<file path="src/rtl/rtc_pkg.sv">
package rtc_pkg;
  typedef struct packed {
    logic [6:0] yr;
    logic [3:0] mon;
    logic [4:0] day;
    logic [4:0] hr;
    logic [5:0] mn;
    logic [5:0] sc;
  } rtc_time_t;

  localparam int unsigned FIELDS = 6;

  typedef enum logic [3:0] {
    A_SEC = 4'd0, A_MIN = 4'd1, A_HR = 4'd2, A_DAY = 4'd3, A_MON = 4'd4, A_YR = 4'd5,
    A_ASEC = 4'd6, A_AMIN = 4'd7, A_AHR = 4'd8, A_ADAY = 4'd9, A_AMON = 4'd10, A_AYR = 4'd11,
    A_MASK = 4'd12, A_CTRL = 4'd13, A_STAT = 4'd14, A_NONE = 4'd15
  } reg_addr_e;

  function automatic logic [6:0] bcd2bin(logic [7:0] b);
    return ({3'b0, b[7:4]} * 7'd10) + {3'b0, b[3:0]};
  endfunction

  function automatic logic [7:0] bin2bcd(logic [6:0] v);
    logic [6:0] t, o;
    t = v / 7'd10;
    o = v - t * 7'd10;
    return {t[3:0], o[3:0]};
  endfunction

  function automatic logic [4:0] days_in_month(logic [3:0] m, logic [6:0] y);
    case (m)
      4'd2:                      return (y[1:0] == 2'b00) ? 5'd29 : 5'd28;
      4'd4, 4'd6, 4'd9, 4'd11:   return 5'd30;
      default:                   return 5'd31;
    endcase
  endfunction

  function automatic logic [7:0] hr_to_reg(logic [4:0] h, logic m12);
    logic [4:0] h12;
    logic [7:0] b;
    if (!m12) return bin2bcd({2'b0, h});
    h12 = (h >= 5'd12) ? h - 5'd12 : h;
    if (h12 == 5'd0) h12 = 5'd12;
    b = bin2bcd({2'b0, h12});
    return {h >= 5'd12, 1'b0, b[5:0]};
  endfunction

  function automatic logic [4:0] reg_to_hr(logic [7:0] d, logic m12);
    logic [6:0] v;
    logic [4:0] h;
    if (!m12) begin
      v = bcd2bin(d);
      return v[4:0];
    end
    v = bcd2bin({2'b0, d[5:0]});
    h = (v == 7'd12) ? 5'd0 : v[4:0];
    if (d[7]) h = h + 5'd12;
    return h;
  endfunction
endpackage

</file>
<file path="src/rtl/rtc_subsec.sv">
module rtc_subsec #(
  parameter int unsigned SUB_W = 7,
  parameter int unsigned SEL_W = 3
) (
  input  logic             clk_i,
  input  logic             rst_ni,
  input  logic             strobe_i,
  input  logic             clr_i,
  input  logic [SEL_W-1:0] sel_i,
  output logic             sec_step_o,
  output logic             tick_o
);
  logic [SUB_W-1:0] div_q, sel_mask;
  logic             tick_q;

  assign sel_mask   = SUB_W'((32'd1 << sel_i) - 32'd1);
  assign sec_step_o = strobe_i & (&div_q) & ~clr_i;
  assign tick_o     = tick_q;

  always_ff @(posedge clk_i or negedge rst_ni) begin
    if (!rst_ni) begin
      div_q  <= '0;
      tick_q <= 1'b0;
    end else begin
      tick_q <= strobe_i & ~clr_i & ((div_q & sel_mask) == sel_mask);
      if (clr_i)         div_q <= '0;
      else if (strobe_i) div_q <= div_q + 1'b1;
    end
  end
endmodule

</file>
<file path="src/rtl/rtc_calendar.sv">
module rtc_calendar
  import rtc_pkg::*;
(
  input  logic      clk_i,
  input  logic      rst_ni,
  input  logic      step_i,
  input  logic      wr_en_i,
  input  reg_addr_e addr_i,
  input  logic [7:0] wr_data_i,
  input  logic      mode12_i,
  output rtc_time_t now_o,
  output logic      time_wr_o
);
  rtc_time_t  t_q;
  logic [4:0] dim;
  logic [6:0] wv;

  assign dim       = days_in_month(t_q.mon, t_q.yr);
  assign wv        = bcd2bin(wr_data_i);
  assign time_wr_o = wr_en_i && (addr_i inside {A_SEC, A_MIN, A_HR, A_DAY, A_MON, A_YR});
  assign now_o     = t_q;

  always_ff @(posedge clk_i or negedge rst_ni) begin
    if (!rst_ni) begin
      t_q <= '{yr: 7'd0, mon: 4'd1, day: 5'd1, hr: 5'd0, mn: 6'd0, sc: 6'd0};
    end else if (time_wr_o) begin
      case (addr_i)
        A_SEC:   t_q.sc  <= wv[5:0];
        A_MIN:   t_q.mn  <= wv[5:0];
        A_HR:    t_q.hr  <= reg_to_hr(wr_data_i, mode12_i);
        A_DAY:   t_q.day <= wv[4:0];
        A_MON:   t_q.mon <= wv[3:0];
        A_YR:    t_q.yr  <= wv;
        default: ;
      endcase
    end else if (step_i) begin
      if (t_q.sc != 6'd59) t_q.sc <= t_q.sc + 6'd1;
      else begin
        t_q.sc <= 6'd0;
        if (t_q.mn != 6'd59) t_q.mn <= t_q.mn + 6'd1;
        else begin
          t_q.mn <= 6'd0;
          if (t_q.hr != 5'd23) t_q.hr <= t_q.hr + 5'd1;
          else begin
            t_q.hr <= 5'd0;
            if (t_q.day != dim) t_q.day <= t_q.day + 5'd1;
            else begin
              t_q.day <= 5'd1;
              if (t_q.mon != 4'd12) t_q.mon <= t_q.mon + 4'd1;
              else begin
                t_q.mon <= 4'd1;
                t_q.yr  <= (t_q.yr == 7'd99) ? 7'd0 : t_q.yr + 7'd1;
              end
            end
          end
        end
      end
    end
  end
endmodule

</file>
<file path="src/rtl/rtc_alarm.sv">
module rtc_alarm
  import rtc_pkg::*;
(
  input  logic              clk_i,
  input  logic              rst_ni,
  input  logic              step_i,
  input  rtc_time_t         now_i,
  input  logic              wr_en_i,
  input  reg_addr_e         addr_i,
  input  logic [7:0]        wr_data_i,
  input  logic              mode12_i,
  output rtc_time_t         alm_o,
  output logic [FIELDS-1:0] mask_o,
  output logic              flag_o
);
  rtc_time_t         alm_q;
  logic [FIELDS-1:0] mask_q, match;
  logic              step_q, flag_q;
  logic [6:0]        cur_f [FIELDS];
  logic [6:0]        alm_f [FIELDS];
  logic [6:0]        wv;

  assign wv = bcd2bin(wr_data_i);

  assign cur_f[0] = {1'b0, now_i.sc};  assign alm_f[0] = {1'b0, alm_q.sc};
  assign cur_f[1] = {1'b0, now_i.mn};  assign alm_f[1] = {1'b0, alm_q.mn};
  assign cur_f[2] = {2'b0, now_i.hr};  assign alm_f[2] = {2'b0, alm_q.hr};
  assign cur_f[3] = {2'b0, now_i.day}; assign alm_f[3] = {2'b0, alm_q.day};
  assign cur_f[4] = {3'b0, now_i.mon}; assign alm_f[4] = {3'b0, alm_q.mon};
  assign cur_f[5] = now_i.yr;          assign alm_f[5] = alm_q.yr;

  for (genvar i = 0; i < FIELDS; i++) begin : g_cmp
    assign match[i] = mask_q[i] | (cur_f[i] == alm_f[i]);
  end

  assign alm_o  = alm_q;
  assign mask_o = mask_q;
  assign flag_o = flag_q;

  always_ff @(posedge clk_i or negedge rst_ni) begin
    if (!rst_ni) begin
      alm_q  <= '0;
      mask_q <= '0;
      step_q <= 1'b0;
      flag_q <= 1'b0;
    end else begin
      step_q <= step_i;
      if (wr_en_i) begin
        case (addr_i)
          A_ASEC:  alm_q.sc  <= wv[5:0];
          A_AMIN:  alm_q.mn  <= wv[5:0];
          A_AHR:   alm_q.hr  <= reg_to_hr(wr_data_i, mode12_i);
          A_ADAY:  alm_q.day <= wv[4:0];
          A_AMON:  alm_q.mon <= wv[3:0];
          A_AYR:   alm_q.yr  <= wv;
          A_MASK:  mask_q    <= wr_data_i[FIELDS-1:0];
          default: ;
        endcase
      end
      // a match on this cycle wins over a clear written in the same cycle
      if (step_q && (&match))                            flag_q <= 1'b1;
      else if (wr_en_i && addr_i == A_STAT && wr_data_i[0]) flag_q <= 1'b0;
    end
  end
endmodule

</file>
<file path="src/rtl/rtc_cal.sv">
module rtc_cal
  import rtc_pkg::*;
#(
  parameter int unsigned SUB_W = 7,
  localparam int unsigned SEL_W = $clog2(SUB_W + 1)
) (
  input  logic       clk_i,
  input  logic       rst_ni,
  input  logic       strobe_i,
  input  logic       wr_en_i,
  input  logic [3:0] addr_i,
  input  logic [7:0] wr_data_i,
  output logic [7:0] rd_data_o,
  output logic       tick_o,
  output logic       alarm_o
);
  reg_addr_e         addr;
  rtc_time_t         now_w, alm_w;
  logic [FIELDS-1:0] mask_w;
  logic              mode12_q, time_wr, sec_step, flag_w;
  logic [SEL_W-1:0]  sel_q;

  assign addr    = reg_addr_e'(addr_i);
  assign alarm_o = flag_w;

  always_ff @(posedge clk_i or negedge rst_ni) begin
    if (!rst_ni) begin
      mode12_q <= 1'b0;
      sel_q    <= '0;
    end else if (wr_en_i && addr == A_CTRL) begin
      mode12_q <= wr_data_i[0];
      sel_q    <= wr_data_i[SEL_W:1];
    end
  end

  rtc_subsec #(.SUB_W(SUB_W), .SEL_W(SEL_W)) u_subsec (
    .clk_i, .rst_ni, .strobe_i, .clr_i(time_wr), .sel_i(sel_q),
    .sec_step_o(sec_step), .tick_o
  );

  rtc_calendar u_cal (
    .clk_i, .rst_ni, .step_i(sec_step), .wr_en_i, .addr_i(addr), .wr_data_i,
    .mode12_i(mode12_q), .now_o(now_w), .time_wr_o(time_wr)
  );

  rtc_alarm u_alarm (
    .clk_i, .rst_ni, .step_i(sec_step), .now_i(now_w), .wr_en_i, .addr_i(addr),
    .wr_data_i, .mode12_i(mode12_q), .alm_o(alm_w), .mask_o(mask_w), .flag_o(flag_w)
  );

  always_comb begin
    case (addr)
      A_SEC:   rd_data_o = bin2bcd({1'b0, now_w.sc});
      A_MIN:   rd_data_o = bin2bcd({1'b0, now_w.mn});
      A_HR:    rd_data_o = hr_to_reg(now_w.hr, mode12_q);
      A_DAY:   rd_data_o = bin2bcd({2'b0, now_w.day});
      A_MON:   rd_data_o = bin2bcd({3'b0, now_w.mon});
      A_YR:    rd_data_o = bin2bcd(now_w.yr);
      A_ASEC:  rd_data_o = bin2bcd({1'b0, alm_w.sc});
      A_AMIN:  rd_data_o = bin2bcd({1'b0, alm_w.mn});
      A_AHR:   rd_data_o = hr_to_reg(alm_w.hr, mode12_q);
      A_ADAY:  rd_data_o = bin2bcd({2'b0, alm_w.day});
      A_AMON:  rd_data_o = bin2bcd({3'b0, alm_w.mon});
      A_AYR:   rd_data_o = bin2bcd(alm_w.yr);
      A_MASK:  rd_data_o = 8'(mask_w);
      A_CTRL:  rd_data_o = 8'({sel_q, mode12_q});
      A_STAT:  rd_data_o = {7'b0, flag_w};
      default: rd_data_o = 8'h00;
    endcase
  end
endmodule

</file>
<file path="config.mk">
export PLATFORM = sky130hd
export DESIGN_NAME = rtc_cal
export DESIGN_NICKNAME = d
export VERILOG_FILES = /design/src/rtl/rtc_pkg.sv /design/src/rtl/rtc_subsec.sv /design/src/rtl/rtc_calendar.sv /design/src/rtl/rtc_alarm.sv /design/src/rtl/rtc_cal.sv
export SDC_FILE = /design/constraint.sdc
export NUM_CORES = 1
export LEC_CHECK = 0
export ABC_AREA = 1
export CAP_MARGIN = 20
export CORE_ASPECT_RATIO = 0.5
export CORE_MARGIN = 5
export CORE_UTILIZATION = 40
export DETAILED_ROUTE_END_ITERATION = 8
export REMOVE_ABC_BUFFERS = 1
export SYNTH_ARGS = -nofsm -noshare
export SYNTH_HDL_FRONTEND = slang
export SYNTH_HIERARCHICAL = 1
export SYNTH_SLANG_ARGS = --single-unit
</file>
<file path="constraint.sdc">
create_clock -name clk_i -period 5.33 [get_ports clk_i]
set_clock_uncertainty 0.15 [all_clocks]
set_input_delay 0.7995 -clock clk_i [delete_from_list [all_inputs] [get_ports clk_i]]
set_output_delay 0.7995 -clock clk_i [all_outputs]
set_load 0.05 [all_outputs]
</file>
== After elaboration in Yosys (flattened, before gate mapping) ==
Index checks and enable logic that the tools add are counted.

* Bits in registers: 86
* Output and inout port bits: 10
* Word-level logic and storage cells: 212

* $add $sub $neg: 27
* Multipliers: 16
* Div/mod/pow operators: 14
* $lt $le $gt $ge: 2
* Eq/ne operators: 44
* Shift operators: 1
* Multiplexer cells: 48
* Bitwise logic cells: 12
* Reductions and logical operators: 29

{| class="wikitable"
|+ Operators with widths
! kind !! count
|-
| case mux 8 bit (15 select lines) || 1
|-
| multiplier 7 x 3 -> 3 bit, second input constant || 14
|-
| 2-to-1 mux 5 bit || 17
|-
| 2-to-1 mux 33 bit || 2
|-
| subtractor 4 bit || 14
|-
| divider 5 x 4 -> 7 bit, second input constant || 6
|-
| == test 4 bit, second input constant || 9
|-
| 2-to-1 mux 7 bit || 5
|-
| 2-to-1 mux 8 bit || 4
|-
| divider 6 x 4 -> 7 bit, second input constant || 4
|-
| 2-to-1 mux 27 bit || 1
|-
| == test 4 x 3 -> 1 bit, second input constant || 6
|-
| 2-to-1 mux 6 bit || 4
|-
| 2-to-1 mux 21 bit || 1
|-
| 2-to-1 mux 16 bit || 1
|-
| AND reduction 2 bit || 8
|-
| adder 7 x 1 -> 7 bit, second input constant || 2
|-
| divider 4 x 4 -> 7 bit, second input constant || 2
|-
| divider 7 x 4 -> 7 bit, second input constant || 2
|-
| == test 7 bit || 2
|-
| AND reduction 7 bit || 2
|-
| adder 6 x 1 -> 6 bit, second input constant || 2
|-
| == test 4 x 2 -> 1 bit, second input constant || 3
|-
| == test 6 bit || 2
|-
| 41 further kinds || 79
|}

== Longest topological paths before layout ==
Gate-level depths: netlist of run 1.

* Word-level depth: 11
* Mapped depth: 36

== Modules after synthesis ==
Netlist of run 1, hierarchy kept.

{| class="wikitable"
|+ Modules (own cells, without submodules)
! module !! times used !! cells an instance !! area each (µm²)
|-
| rtc_cal || 1 || 672 || 3,821.2
|-
| rtc_calendar || 1 || 387 || 2,819.0
|-
| rtc_alarm || 1 || 317 || 2,464.9
|-
| rtc_subsec || 1 || 82 || 564.3
|}

== Worst setup path after synthesis of run 1 ==
OpenSTA, ideal clock, no wires.

* Path type: register -> output
* Start point: register u_cal.t_q (netlist bit u_cal/now_o[14])
* End point: output rd_data_o[3]
* Data arrival time: 4.242 ns
* Required time: 4.381 ns
* Setup slack: 0.139 ns
* Cell stages (with the launch flop): 35
* Buffers on the path: 0
* Path through: dfrtp_1 -> inv_1 -> ha_1 -> nand2_1 -> nand2_1 -> inv_1 -> a21oi_1 -> inv_1 -> ha_1 -> inv_1 -> nor2_1 -> a21oi_1 -> ha_1 -> nand2_1 -> a21oi_1 -> nand2_1 -> nor2_1 -> nand3_1 -> nand2_1 -> inv_1 -> ha_1 -> inv_1 -> fa_1 -> inv_1 -> nand2_1 -> nand2_1 -> nand3_1 -> nand2_1 -> nand2_1 -> nand2_1 -> nand2_1 -> inv_1 -> nand3_1 -> nor2_1 -> nand3_1

* Longest elaborated chain between the ends: 11
* Elaborated cells between the ends (all ways): 16
* Those cells by class: add/sub: 3; mul: 2; div: 2; order compare: 1; mux: 7; reduce/logical: 1

{| class="wikitable"
|+ RTL lines
! item !! RTL line !! text
|-
| start, declared || rtc_calendar.sv:14 || <nowiki>rtc_time_t t_q;</nowiki>
|-
| start signal, assigned || rtc_calendar.sv:25 || <nowiki>t_q <= '{yr: 7'd0, mon: 4'd1, day: 5'd1, hr: 5'd0, mn: 6'd0, sc: 6'd0};</nowiki>
|-
| subtractor 5 x 4 -> 5 bit / greater-or-equal comparator 5 x 4 -> 1 bit (equally long branches) || rtc_pkg.sv:42 || <nowiki>h12 = (h >= 5'd12) ? h - 5'd12 : h;</nowiki>
|-
| 2-to-1 mux 5 bit || rtc_pkg.sv:42 ||
|-
| logical NOT 5 bit || rtc_pkg.sv:43 || <nowiki>if (h12 == 5'd0) h12 = 5'd12;</nowiki>
|-
| 2-to-1 mux 5 bit || rtc_pkg.sv:43 ||
|-
| 2-to-1 mux 5 bit || rtc_pkg.sv:42 ||
|-
| 2-to-1 mux 5 bit || rtc_cal.sv:52 || <nowiki>case (addr)</nowiki>
|-
| divider 5 x 4 -> 7 bit || rtc_pkg.sv:25 || <nowiki>t = v / 7'd10;</nowiki>
|-
| multiplier 7 x 3 -> 3 bit || rtc_pkg.sv:26 || <nowiki>o = v - t * 7'd10;</nowiki>
|-
| subtractor 4 bit || rtc_pkg.sv:26 ||
|-
| 2-to-1 mux 8 bit (*) || rtc_pkg.sv:42 ||
|-
| case mux 8 bit (15 select lines) (*) || rtc_cal.sv:52 ||
|-
| end, declared || rtc_cal.sv:13 || <nowiki>output logic [7:0] rd_data_o,</nowiki>
|}

Every way passes the cells marked *; elsewhere a longest branch is shown, timed or not. The select of a mux whose other input is x is not followed.

== Worst setup path after layout of run 1 ==
* Start point: register u_alarm.alm_q (netlist bit u_alarm/alm_o[15])
* End point: output rd_data_o[3]

* Longest elaborated chain between the ends: 11
* Elaborated cells between the ends (all ways): 16
* Those cells by class: add/sub: 3; mul: 2; div: 2; order compare: 1; mux: 7; reduce/logical: 1

{| class="wikitable"
|+ RTL lines
! item !! RTL line !! text
|-
| start, declared || rtc_alarm.sv:16 || <nowiki>rtc_time_t alm_q;</nowiki>
|-
| subtractor 5 x 4 -> 5 bit / greater-or-equal comparator 5 x 4 -> 1 bit (equally long branches) || rtc_pkg.sv:42 ||
|-
| 2-to-1 mux 5 bit || rtc_pkg.sv:42 ||
|-
| logical NOT 5 bit || rtc_pkg.sv:43 ||
|-
| 2-to-1 mux 5 bit || rtc_pkg.sv:43 ||
|-
| 2-to-1 mux 5 bit || rtc_pkg.sv:42 ||
|-
| 2-to-1 mux 5 bit || rtc_cal.sv:52 ||
|-
| divider 5 x 4 -> 7 bit || rtc_pkg.sv:25 ||
|-
| multiplier 7 x 3 -> 3 bit || rtc_pkg.sv:26 ||
|-
| subtractor 4 bit || rtc_pkg.sv:26 ||
|-
| 2-to-1 mux 8 bit (*) || rtc_pkg.sv:42 ||
|-
| case mux 8 bit (15 select lines) (*) || rtc_cal.sv:52 ||
|}

Marked as above.

==> run metrics, run 1 <==
post-route insts no fill 1857; DRT iter0 DRCs roughly 980; RSZ-0062 raised after global routing yes; final core utilization a little under half; fraction of layout cells with a size suffix above 1 ~17%; PortBufs 25; gr usage total between 20% and 30%; register area share after synthesis between 20 and 25%; most instantiated cells after synthesis nand2_1, inv_1, nor2_1; Required @ worst endpoint 4.38 ns; Worst VDD drop around 0.00019 V; crit path kind register to output port; cell with the most instances after synthesis nand2_1; CTS clk-pin slew, worst paths ~0.060 ns; Post-route DRC 0; router iterations before antenna repair 5; CTS Root Cell clkbuf_16; Antenna Nets Post-Route 0; pin count of the biggest net entering global routing between 40 and 50; critical path arrival 4.44 ns; post-synth cell types 56; Post-Synthesis Cells 1458; Synth top area share about 22%; Placed Instances between 1500 and 2000; worst r2r src u_subsec/div_q[0]$_DFFE_PN0P_; ys flop type dfrtp_1; clock period minus final worst setup slack 5.39 ns; ant diodes 0; clk sinks 86; wire per inst 17.0 um; CTS Buffer Depth 2; Hold Violations, Final 0; Detail Placement HPWL 24.4 mm; failing checks negative setup slack; Core Area 0.0239 sq mm; crit path capture type output port; GPL Wtd Cong 1.05; FP Rows 40; Syn Area/Cell between 6 and 7 sq um; Routed WL roughly 32 mm; EDFF count, synth 0; Worst Setup Start Kind register; Die Y approximately 120 um; worst r2r dst u_cal/now_o[6]$_DFFE_PN0P_; # IOs 26; # H-tree levels 3; Tot Pwr about 4500 uW; vias in the first global route just over 9000; f_max 0.186 GHz; Final #Nets between 1500 and 2000; Hold Path Class input pin to asynchronous set/reset pin; critical path endpoint rd_data_o[3]; post-DR vias/cell around 5.4; via count ~10000; first-pass GRT wire length 49.7 mm; most area-consuming cells after synthesis dfrtp_1, nand2_1, ha_1, inv_1, nand3_1; CTS tree done; Slew headroom about two fifths; max incr delay on CP about 0.45 ns; worst hold margin between 0.2 and 0.3 ns; width of the die 230 um; Worst path slowest cell dfrtp_2; initial antenna violation count 1; register bit total from synthesis 86; Place WS -0.00617 ns; Pleak between 0.005 and 0.006 uW; Pins Over Slew Limit 0; R2R depth 8; FF-to-FF setup slack 2.69 ns; Crit path top cell by count buf_4; Worst Setup SP u_alarm/alm_o[15]$_DFFE_PN0P_; DIE AREA 0.0276 sq mm; max cap viols 0; Worst Max-Slew Pin Slew slightly below 0.9 ns; CP Max Fanout 7; outcome finished with violations; Worst Slack Setup Final -0.0593 ns; synth warn 6; number of CTS-inserted buffers 9; period utilisation layout 101%; area grow syn2layout 17.1%; area leader, netlist dfrtp_1; Setup Viol. Count Final 1; filler instances roughly 2400; Cell Pwr Density 400 mW/mm^2; Initial Utilization between 40% and 50%; gr ovfl total 0; Worst-Skew Late Latency ~0.36 ns; ys async rst share 100%; Syn Std Cell Area between 0.009 and 0.01 sq mm
-- power breakdown --
group	leakage, uW	total (uW)	switching (uW)	internal, uW
clock	0.000166	735	286	449
sequential	0.00107	1030	249	781
combinational	0.00445	2770	1650	1120
total	0.00569	4530	2180	2350
-- worst min-delay path by stage --
stage / start / endpoint / slack (ns) / depth (start not counted)
6_report: rst_ni / u_subsec/div_q[5]$_DFFE_PN0P_ / 0.27 / 1
5_1_grt: rst_ni / u_subsec/div_q[5]$_DFFE_PN0P_ / 0.31 / 1
4_1_cts: rst_ni / u_subsec/div_q[4]$_DFFE_PN0P_ / 0.29 / 1
3_5_place_dp: u_subsec/div_q[6]$_DFFE_PN0P_ / u_subsec/div_q[6]$_DFFE_PN0P_ / 0.35 / 2
3_3_place_gp: u_subsec/div_q[6]$_DFFE_PN0P_ / u_subsec/div_q[6]$_DFFE_PN0P_ / 0.34 / 2
2_1_floorplan: u_alarm/mask_o[5]$_DFFE_PN0P_ / u_alarm/mask_o[5]$_DFFE_PN0P_ / 0.31 / 2
-- sequential cells by signal, summed over array words and instances (netlist names), 3 cells and up --
| name | count |
|---|---|
| u_alarm/alm_o | 33 |
| u_alarm/mask_o | 6 |
| sel_q | 3 |
| u_cal/now_o | 33 |
| u_subsec/div_q | 7 |
-- layout make-up --
cell class	instances	area, sq um	area share (%)
Tap cell	315	394	3.48
Multi-Input combinational cell	1119	6830	60.3
Clock inverter	3	65.1	0.574
Clock buffer	13	270	2.39
Sequential cell	86	2160	19.1
Inverter	239	905	7.99
Timing Repair Buffer	82	701	6.19
-- cells by family (layout without fill, tap and decap cells) --
family	count (synthesis)	in the layout	synth area share (%)
adder cells (fa/ha/maj)	92	92	13.0
AO/OA/AOI/OAI	224	224	14.5
AND/OR/NAND/NOR	745	745	34.4
multiplexers	8	8	0.970
buffers and inverters	253	337	10.4
XOR/XNOR	50	50	4.53
flip-flops	86	86	22.3
-- per-stage QoR --
step                      instance area (sq um)  TNS (ns)
after global placement                    10400         0
after floorplan                            9570         0
after detailed placement                  10400  -0.00617
after CTS                                 11100   -0.0849
after global routing                      11300    -0.660
final                                     11300   -0.0593
-- metal layers --
metal,vias up,GRT usage [%],wire length [um]
li1,4901,-,-
met1,4695,32.3,14500
met2,345,34.4,13300
met3,41,5.89,3100
met4,2,5.71,672
met5,-,0,13
-- placed cells by master, fill, tap and decap left out, drive strengths merged, types with 6 or more instances in the layout --
cell type and instances:
nor2 154, clkdlybuf4s50 20, a21oi 58, xor2 29
nand3 132, fa 14, nand3b 6, a221oi 6
o22ai 7, o211ai 8, nand2 403, buf 62
dfrtp 84, ha 78, a31oi 12, xnor2 21
nand4 31, inv 237, o21ai 103, nor3 13
mux2 8, clkbuf 13, o21bai 8
-- worst max-delay path, delay by kind of cell, from the launching register on --
| kind | cells | cell delay, ns |
|---|---|---|
| buffers and inverters | 11 | 1.26 |
| and+or+nand+nor | 14 | 1.20 |
| adders and majority gates | 3 | 0.61 |
| AOI/OAI and AO/OA | 5 | 0.57 |
| DFF | 1 | 0.45 |
-- what timing repair did --
item                                   in CTS  in global routing
hold buffers                                0                  0
setup endpoints to repair                   2                  4
endpoints found under the hold margin       0                  0
buffers inserted                           20                 11
gates resized for setup                    51                 53
pin swaps                                  24                 43
Power figures use the tool's default switching activity.
==> run 2, diff against run 1 <==
- ABC_AREA: 1 -> 0
- CORE_ASPECT_RATIO: 0.5 -> unset
==> run metrics, run 2 <==
cell with the most instances after synthesis nand2_1; ant diodes 0 (unchanged); area grow syn2layout 22.9%; Hold Path Class input pin to asynchronous set/reset pin; sequential share of power 18.2% (-4.5 points); placed cell areas 0.0112 sq mm (+7.3%); Slew headroom 39.5% (-2.3 points); setup_tns -0.303 ns (-0.243 ns); gr usage total 21.9% (-0.88 points); Hold Violations, Final 0 (unchanged); first-pass GRT wire length 49.5 mm (-0.37%); hold buffers post-CTS 0 (unchanged); R2R depth 8 (unchanged); worst hold margin 0.248 ns (-0.0217 ns); period utilisation layout 104% (+3.0 points); FP Rows 57 (+43%); Syn Area/Cell 8.21 sq um (+24%); EDFF count, synth 0 (unchanged); max cap viols 0 (unchanged); Final #Nets 1430 (-13%); Routed WL 31.3 mm (-1.0%); DRT iter0 DRCs 986 (+0.72%); Syn Std Cell Area 0.00982 sq mm (+1.5%); Pint 2980 uW (+27%); # IOs 26 (unchanged); failing checks negative setup slack; ys async rst share 100% (unchanged); register bit total from synthesis 86 (unchanged); via count 9542 (-4.4%); router iterations before antenna repair 6 (+1); clk sinks 86 (unchanged); Antenna Nets Post-Route 0 (unchanged); register area share after synthesis 22.0% (-0.33 points); fraction of layout cells with a size suffix above 1 24.0% (+7.1 points); Cell Pwr Density 459 mW/mm^2 (+15%); CTS Buffer Depth 2 (unchanged); CTS Root Cell clkbuf_16; number of CTS-inserted buffers 9 (unchanged); Core Area 0.0242 sq mm (+1.6%); DIE AREA 0.0278 sq mm (+0.73%); Post-Synthesis Cells 1196 (-18%); Worst-Skew Late Latency 0.35 ns (about the same); Synth top area share 21.4% (-0.32 points); clock period minus final worst setup slack 5.55 ns (+0.162 ns); Worst Slack Setup Final -0.222 ns (-0.162 ns); # H-tree levels 3 (unchanged); CTS tree done; wire per inst 19.0 um (+11%); gr ovfl total 0 (unchanged); ys flop type dfrtp_1; Pleak 0.00507 uW (-11%); Initial Utilization 40.5% (about the same); FF-to-FF setup slack 2.38 ns (-0.31 ns); Setup Viol. Count Final 2 (+1); crit path kind register to output port; critical path arrival 4.60 ns (+0.16 ns); PortBufs 25 (unchanged); CP Max Fanout 6 (-1); synth warn 6 (unchanged); most frequent cells in the layout buf_4, nand2_1, o21ai_0, inv_1, dfrtp_1; GPL Wtd Cong 0.983 (-6.4%); Worst Setup Start Kind register; f_max 0.180 GHz (-2.9%); crit path capture type output port; area leader, netlist dfrtp_1; clock power share 11.3% (-4.9 points); outcome finished with violations; Required @ worst endpoint 4.38 ns (about the same); most instantiated cells after synthesis nand2_1, o21ai_0, inv_1; Worst Max-Slew Pin Slew 0.901 ns (+0.0280 ns); post-synth cell types 105 (+88%); most area-consuming cells after synthesis dfrtp_1, ha_1, o21ai_0, mux2_2, nand2_1; design area 0.0121 sq mm (+6.5%); Pins Over Slew Limit 0 (unchanged); CTS clk-pin slew, worst paths 0.07 ns (about the same); most common cell after layout, fill and taps aside buf_4; pin count of the biggest net entering global routing 53 (+8.2%); RSZ-0062 raised after global routing yes; Sw Share 46.3% (-1.9 points); post-DR vias/cell 5.78 (+7.5%); width of the die 167 um (-28%); switching power 2560 uW (+18%); Die Y 167 um (+39%); Post-route DRC 0 (unchanged); initial antenna violation count 0 (-1); Detail Placement HPWL 23.5 mm (-3.8%); Worst VDD drop 0.000229 V (+21%); Logic pwr share 70.5% (+9.5 points); vias in the first global route 9028 (-2.2%)
run 2: cell types whose count changed after synthesis, moves of 19 or more:
cell      previous run  this run
nor2b_1              0        24
nand4_1             31         7
mux2_2               6        38
nand2_1            375        96
nand2b_1             0        30
nand3_1            122        37
nand2_2             20         0
nor2_1             144        72
o21ai_0             67        92
inv_1              221        89
clkbuf_1             1        20
mux2i_1              0        20
run 2: cells by family (layout without fill, tap and decap cells):
kind of cell / count (synthesis) / after routing / share of synthesized area (%)
AOI/OAI and AO/OA: 358 / 358 / 24.9
xor gates and xnor gates: 75 / 75 / 6.69
adders and majority gates: 96 / 96 / 13.2
buffers and inverters: 134 / 265 / 5.71
DFF: 86 / 86 / 22.0
muxes: 60 / 60 / 6.78
and+or+nand+nor: 387 / 387 / 20.8
run 2: stage by stage:
step | utilization (%) | power, uW | cells | setup slack (ns)
global placement | 46.1 | 4270 | 1621 | -0.184
finish | 49.8 | 5540 | 1651 | -0.222
detailed placement | 46.1 | 4310 | 1621 | -0.330
CTS | 49.1 | 5320 | 1652 | -0.261
global route | 49.8 | 5970 | 1651 | -0.447
floorplan | - | 3100 | 1152 | -0.494
run 2: cell type report:
| type | count | area, sq um |
|---|---|---|
| Clock buffer | 13 | 260 |
| Clock inverter | 3 | 20.0 |
| Fill cell | 2330 | 12200 |
| Inverter | 90 | 338 |
| Multi-Input combinational cell | 976 | 7580 |
| Sequential cell | 86 | 2160 |
| Tap cell | 324 | 405 |
| Timing Repair Buffer | 159 | 1310 |
run 2: per-layer routing:
metal | vias to the layer above | GRT usage (%) | wire length [um]
li1 | 4621 | - | -
met1 | 4575 | 31.4 | 14500
met2 | 301 | 34.3 | 14300
met3 | 45 | 3.08 | 1670
met4 | 0 | 6.47 | 861
met5 | - | 0 | 0
run 2: power groups by stage:
stage	Combinational (uW)	Sequential (uW)	Clock (uW)
after floorplan	2040	1070	0
after global placement	3260	1010	0
after detailed placement	3300	1010	0
after CTS	3680	1000	633
after global routing	4280	1040	660
final	3910	1010	624
run 2: critical path: stages, from the launching register on:
cell	delay (ns)
dfrtp_1	0.45
nor2_2	0.31
a31o_4	0.21
inv_1	0.05
ha_1	0.31
nand2b_4	0.07
a211oi_4	0.25
a31oi_4	0.13
ha_1	0.21
fa_1	0.39
xor2_1	0.16
xnor2_1	0.29
o31ai_2	0.11
or4_4	0.55
a2111oi_4	0.27
nand4_1	0.25
buf_12	0.23
run 2: worst paths after layout:
path	end	startpoint
max	rd_data_o[3]	u_alarm/alm_o[12]$_DFFE_PN0P_
min	u_cal/now_o[32]$_DFFE_PN0P_	rst_ni
max reg2reg	u_cal/now_o[19]$_DFFE_PN0P_	u_cal/now_o[0]$_DFFE_PN0P_
min reg2reg	u_alarm/mask_o[4]$_DFFE_PN0P_	u_alarm/mask_o[4]$_DFFE_PN0P_
max in group asynchronous	u_cal/now_o[15]$_DFFE_PN0P_	rst_ni
min in group clk_i	u_alarm/mask_o[4]$_DFFE_PN0P_	u_alarm/mask_o[4]$_DFFE_PN0P_
run 2: timing repair:
| item | 4_1_cts | 5_1_grt |
|---|---|---|
| pin swaps | 33 | 26 |
| setup endpoints to repair | 3 | 4 |
| gates resized for setup | 76 | 40 |
| buffers inserted | 17 | 3 |
==> run 3, diff against run 2 <==
--- a/constraint.sdc
+++ b/constraint.sdc
@@ -4,2 +4,2 @@
 set_output_delay 0.7995 -clock clk_i [all_outputs]
-set_load 0.05 [all_outputs]
+set_load 0.005 [all_outputs]
==> run metrics, run 3 (synthesized netlist as in run 2, its figures left out) <==
Logic pwr share 69.0% (-1.5 points); outcome finished with violations; Final #Nets 1465 (+2.4%); Die Y 167 um (unchanged); Initial Utilization 40.5% (unchanged); initial antenna violation count 1 (+1); GPL Wtd Cong 0.958 (-2.5%); wire per inst 18.7 um (-1.3%); filler instances 2350 (+0.86%); Detail Placement HPWL 24.4 mm (+3.9%); Worst VDD drop 0.000208 V (-9.2%); crit path capture type output port; Slew headroom 39.7% (+0.17 points); Setup Viol. Count Final 2 (unchanged); failing checks negative setup slack; # IOs 26 (unchanged); R2R depth 8 (unchanged); clk sinks 86 (unchanged); critical path endpoint rd_data_o[3]; Hold Violations, Final 0 (unchanged); number of CTS-inserted buffers 9 (unchanged); fraction of layout cells with a size suffix above 1 23.4% (-0.62 points); Storage cell area 0.00216 sq mm (-0.17%); CP Max Fanout 4 (-2); Worst Max-Slew Pin Slew 0.897 ns (-0.00435 ns); Required @ worst endpoint 4.38 ns (about the same); DRT iter0 DRCs 883 (-10%); max cap viols 0 (unchanged); most common cell after layout, fill and taps aside buf_4; CTS Root Cell clkbuf_16; PortBufs 25 (unchanged); FP Rows 57 (unchanged); Antenna Nets Post-Route 0 (unchanged); critical path arrival 4.62 ns (+0.02 ns); width of the die 167 um (unchanged); switching power 2400 uW (-6.6%); Worst Slack Setup Final -0.239 ns (-0.0175 ns); pin count of the biggest net entering global routing 50 (-5.7%); Multi-input gate area 0.00738 sq mm (-2.6%); Pleak 0.00521 uW (+2.7%); period utilisation layout 104% (+0.33 points); RSZ-0062 raised after global routing yes; worst r2r src u_cal/now_o[0]$_DFFE_PN0P_; gr usage total 22.3% (+0.46 points); Core Area 0.0242 sq mm (unchanged); Post-route DRC 0 (unchanged); Worst Setup Start Kind register; most frequent cells in the layout buf_4, nand2_1, o21ai_0, dfrtp_1, inv_1; Worst Setup SP u_cal/now_o[15]$_DFFE_PN0P_; post-route insts no fill 1686 (+2.1%); CTS tree done; via count 9813 (+2.8%); CTS Buffer Depth 2 (unchanged); vias in the first global route 9344 (+3.5%); Pint 3040 uW (+2.2%); clock power share 12.7% (+1.4 points); Routed WL 31.6 mm (+0.80%); worst r2r dst u_cal/now_o[19]$_DFFE_PN0P_; first-pass GRT wire length 50.6 mm (+2.1%); Pins Over Slew Limit 0 (unchanged); gr ovfl total 0 (unchanged); post-DR vias/cell 5.82 (+0.71%); # H-tree levels 3 (unchanged); DIE AREA 0.0278 sq mm (unchanged); Hold Path Class input pin to asynchronous set/reset pin; Cell Pwr Density 449 mW/mm^2 (-2.2%); router iterations before antenna repair 6 (unchanged); crit path kind register to output port; f_max 0.180 GHz (-0.31%); clock period minus final worst setup slack 5.57 ns (+0.0175 ns); area grow syn2layout 23.3%; FF-to-FF setup slack 2.38 ns (about the same); Sw Share 44.1% (-2.2 points); sequential share of power 18.3% (about the same); ant diodes 0 (unchanged); CTS clk-pin slew, worst paths 0.07 ns (about the same); Placed Instances 1662 (+2.5%); final core utilization 49.9% (+0.17 points); Worst-Skew Late Latency 0.35 ns (about the same)
==> run 3: worst min-delay path by stage <==
stage / from / endpoint / slack [ns] / depth (start not counted)
finish: rst_ni / u_cal/now_o[29]$_DFFE_PN0P_ / 0.27 / 1
global route: rst_ni / u_cal/now_o[29]$_DFFE_PN0P_ / 0.31 / 1
CTS: rst_ni / u_cal/now_o[29]$_DFFE_PN0P_ / 0.29 / 1
detailed placement: u_alarm/mask_o[0]$_DFFE_PN0P_ / u_alarm/mask_o[0]$_DFFE_PN0P_ / 0.37 / 2
global placement: u_alarm/mask_o[0]$_DFFE_PN0P_ / u_alarm/mask_o[0]$_DFFE_PN0P_ / 0.37 / 2
floorplan: u_alarm/mask_o[0]$_DFFE_PN0P_ / u_alarm/mask_o[0]$_DFFE_PN0P_ / 0.32 / 2
==> run 3: power groups by stage <==
stage / logic (uW) / registers [uW] / clock network (uW)
after floorplan: 1950 / 1060 / 0
after global placement: 3320 / 993 / 0
after detailed placement: 3370 / 997 / 0
after CTS: 3690 / 989 / 706
after global routing: 4140 / 1020 / 725
final: 3750 / 997 / 691
==> run 3: through the flow <==
stage / hold slack (ns) / total power (uW) / area (sq um) / setup WS [ns] / TNS [ns]
floorplan: 0.322 / 3010 / 9590 / -0.168 / -0.168
global placement: 0.367 / 4320 / 11500 / -0.496 / -0.827
detailed placement: 0.373 / 4370 / 11500 / -0.588 / -1.00
CTS: 0.289 / 5380 / 12100 / -0.174 / -0.295
global route: 0.310 / 5880 / 12100 / -0.528 / -1.13
finish: 0.269 / 5440 / 12100 / -0.239 / -0.369
==> run 3: repair_timing <==
action                     CTS  global route
hold endpoints to repair     0             0
pin swaps                   34             4
setup endpoints to repair    4             4
hold buffers                 0             0
setup buffers                8             0
gates resized for setup     65             7
==> run 3: layout make-up <==
| type | count | share of cell area [%] |
|---|---|---|
| clock buffer | 11 | 1.92 |
| clock inverter | 5 | 0.703 |
| inverter | 90 | 2.79 |
| multi-input combinational | 976 | 61.0 |
| sequential | 86 | 17.8 |
| tap | 324 | 3.35 |
| timing repair buffer | 194 | 12.5 |
==> run 3: layer usage <==
layer / global-route usage [%] / up-vias / wire length [um]
met5: 0 / - / 0
met1: 31.4 / 4738 / 14700
met2: 36.2 / 314 / 14300
li1: - / 4713 / -
met4: 5.62 / 0 / 718
met3: 3.34 / 48 / 1840
==> run 3: critical path, stage by stage, from the launching register on <==
cell,delay (ns)
dfrtp_2,0.45
inv_2,0.10
ha_4,0.21
nand2_1,0.08
o21ai_1,0.08
a221oi_2,0.33
ha_2,0.24
inv_2,0.04
ha_4,0.16
a31oi_4,0.18
ha_4,0.23
nand2_2,0.05
a211oi_2,0.06
nand4_1,0.12
o31ai_4,0.09
inv_1,0.06
ha_2,0.16
inv_2,0.04
fa_2,0.36
xor2_2,0.18
or2_4,0.14
mux2i_1,0.06
or4b_4,0.54
nand4_1,0.17
buf_2,0.14
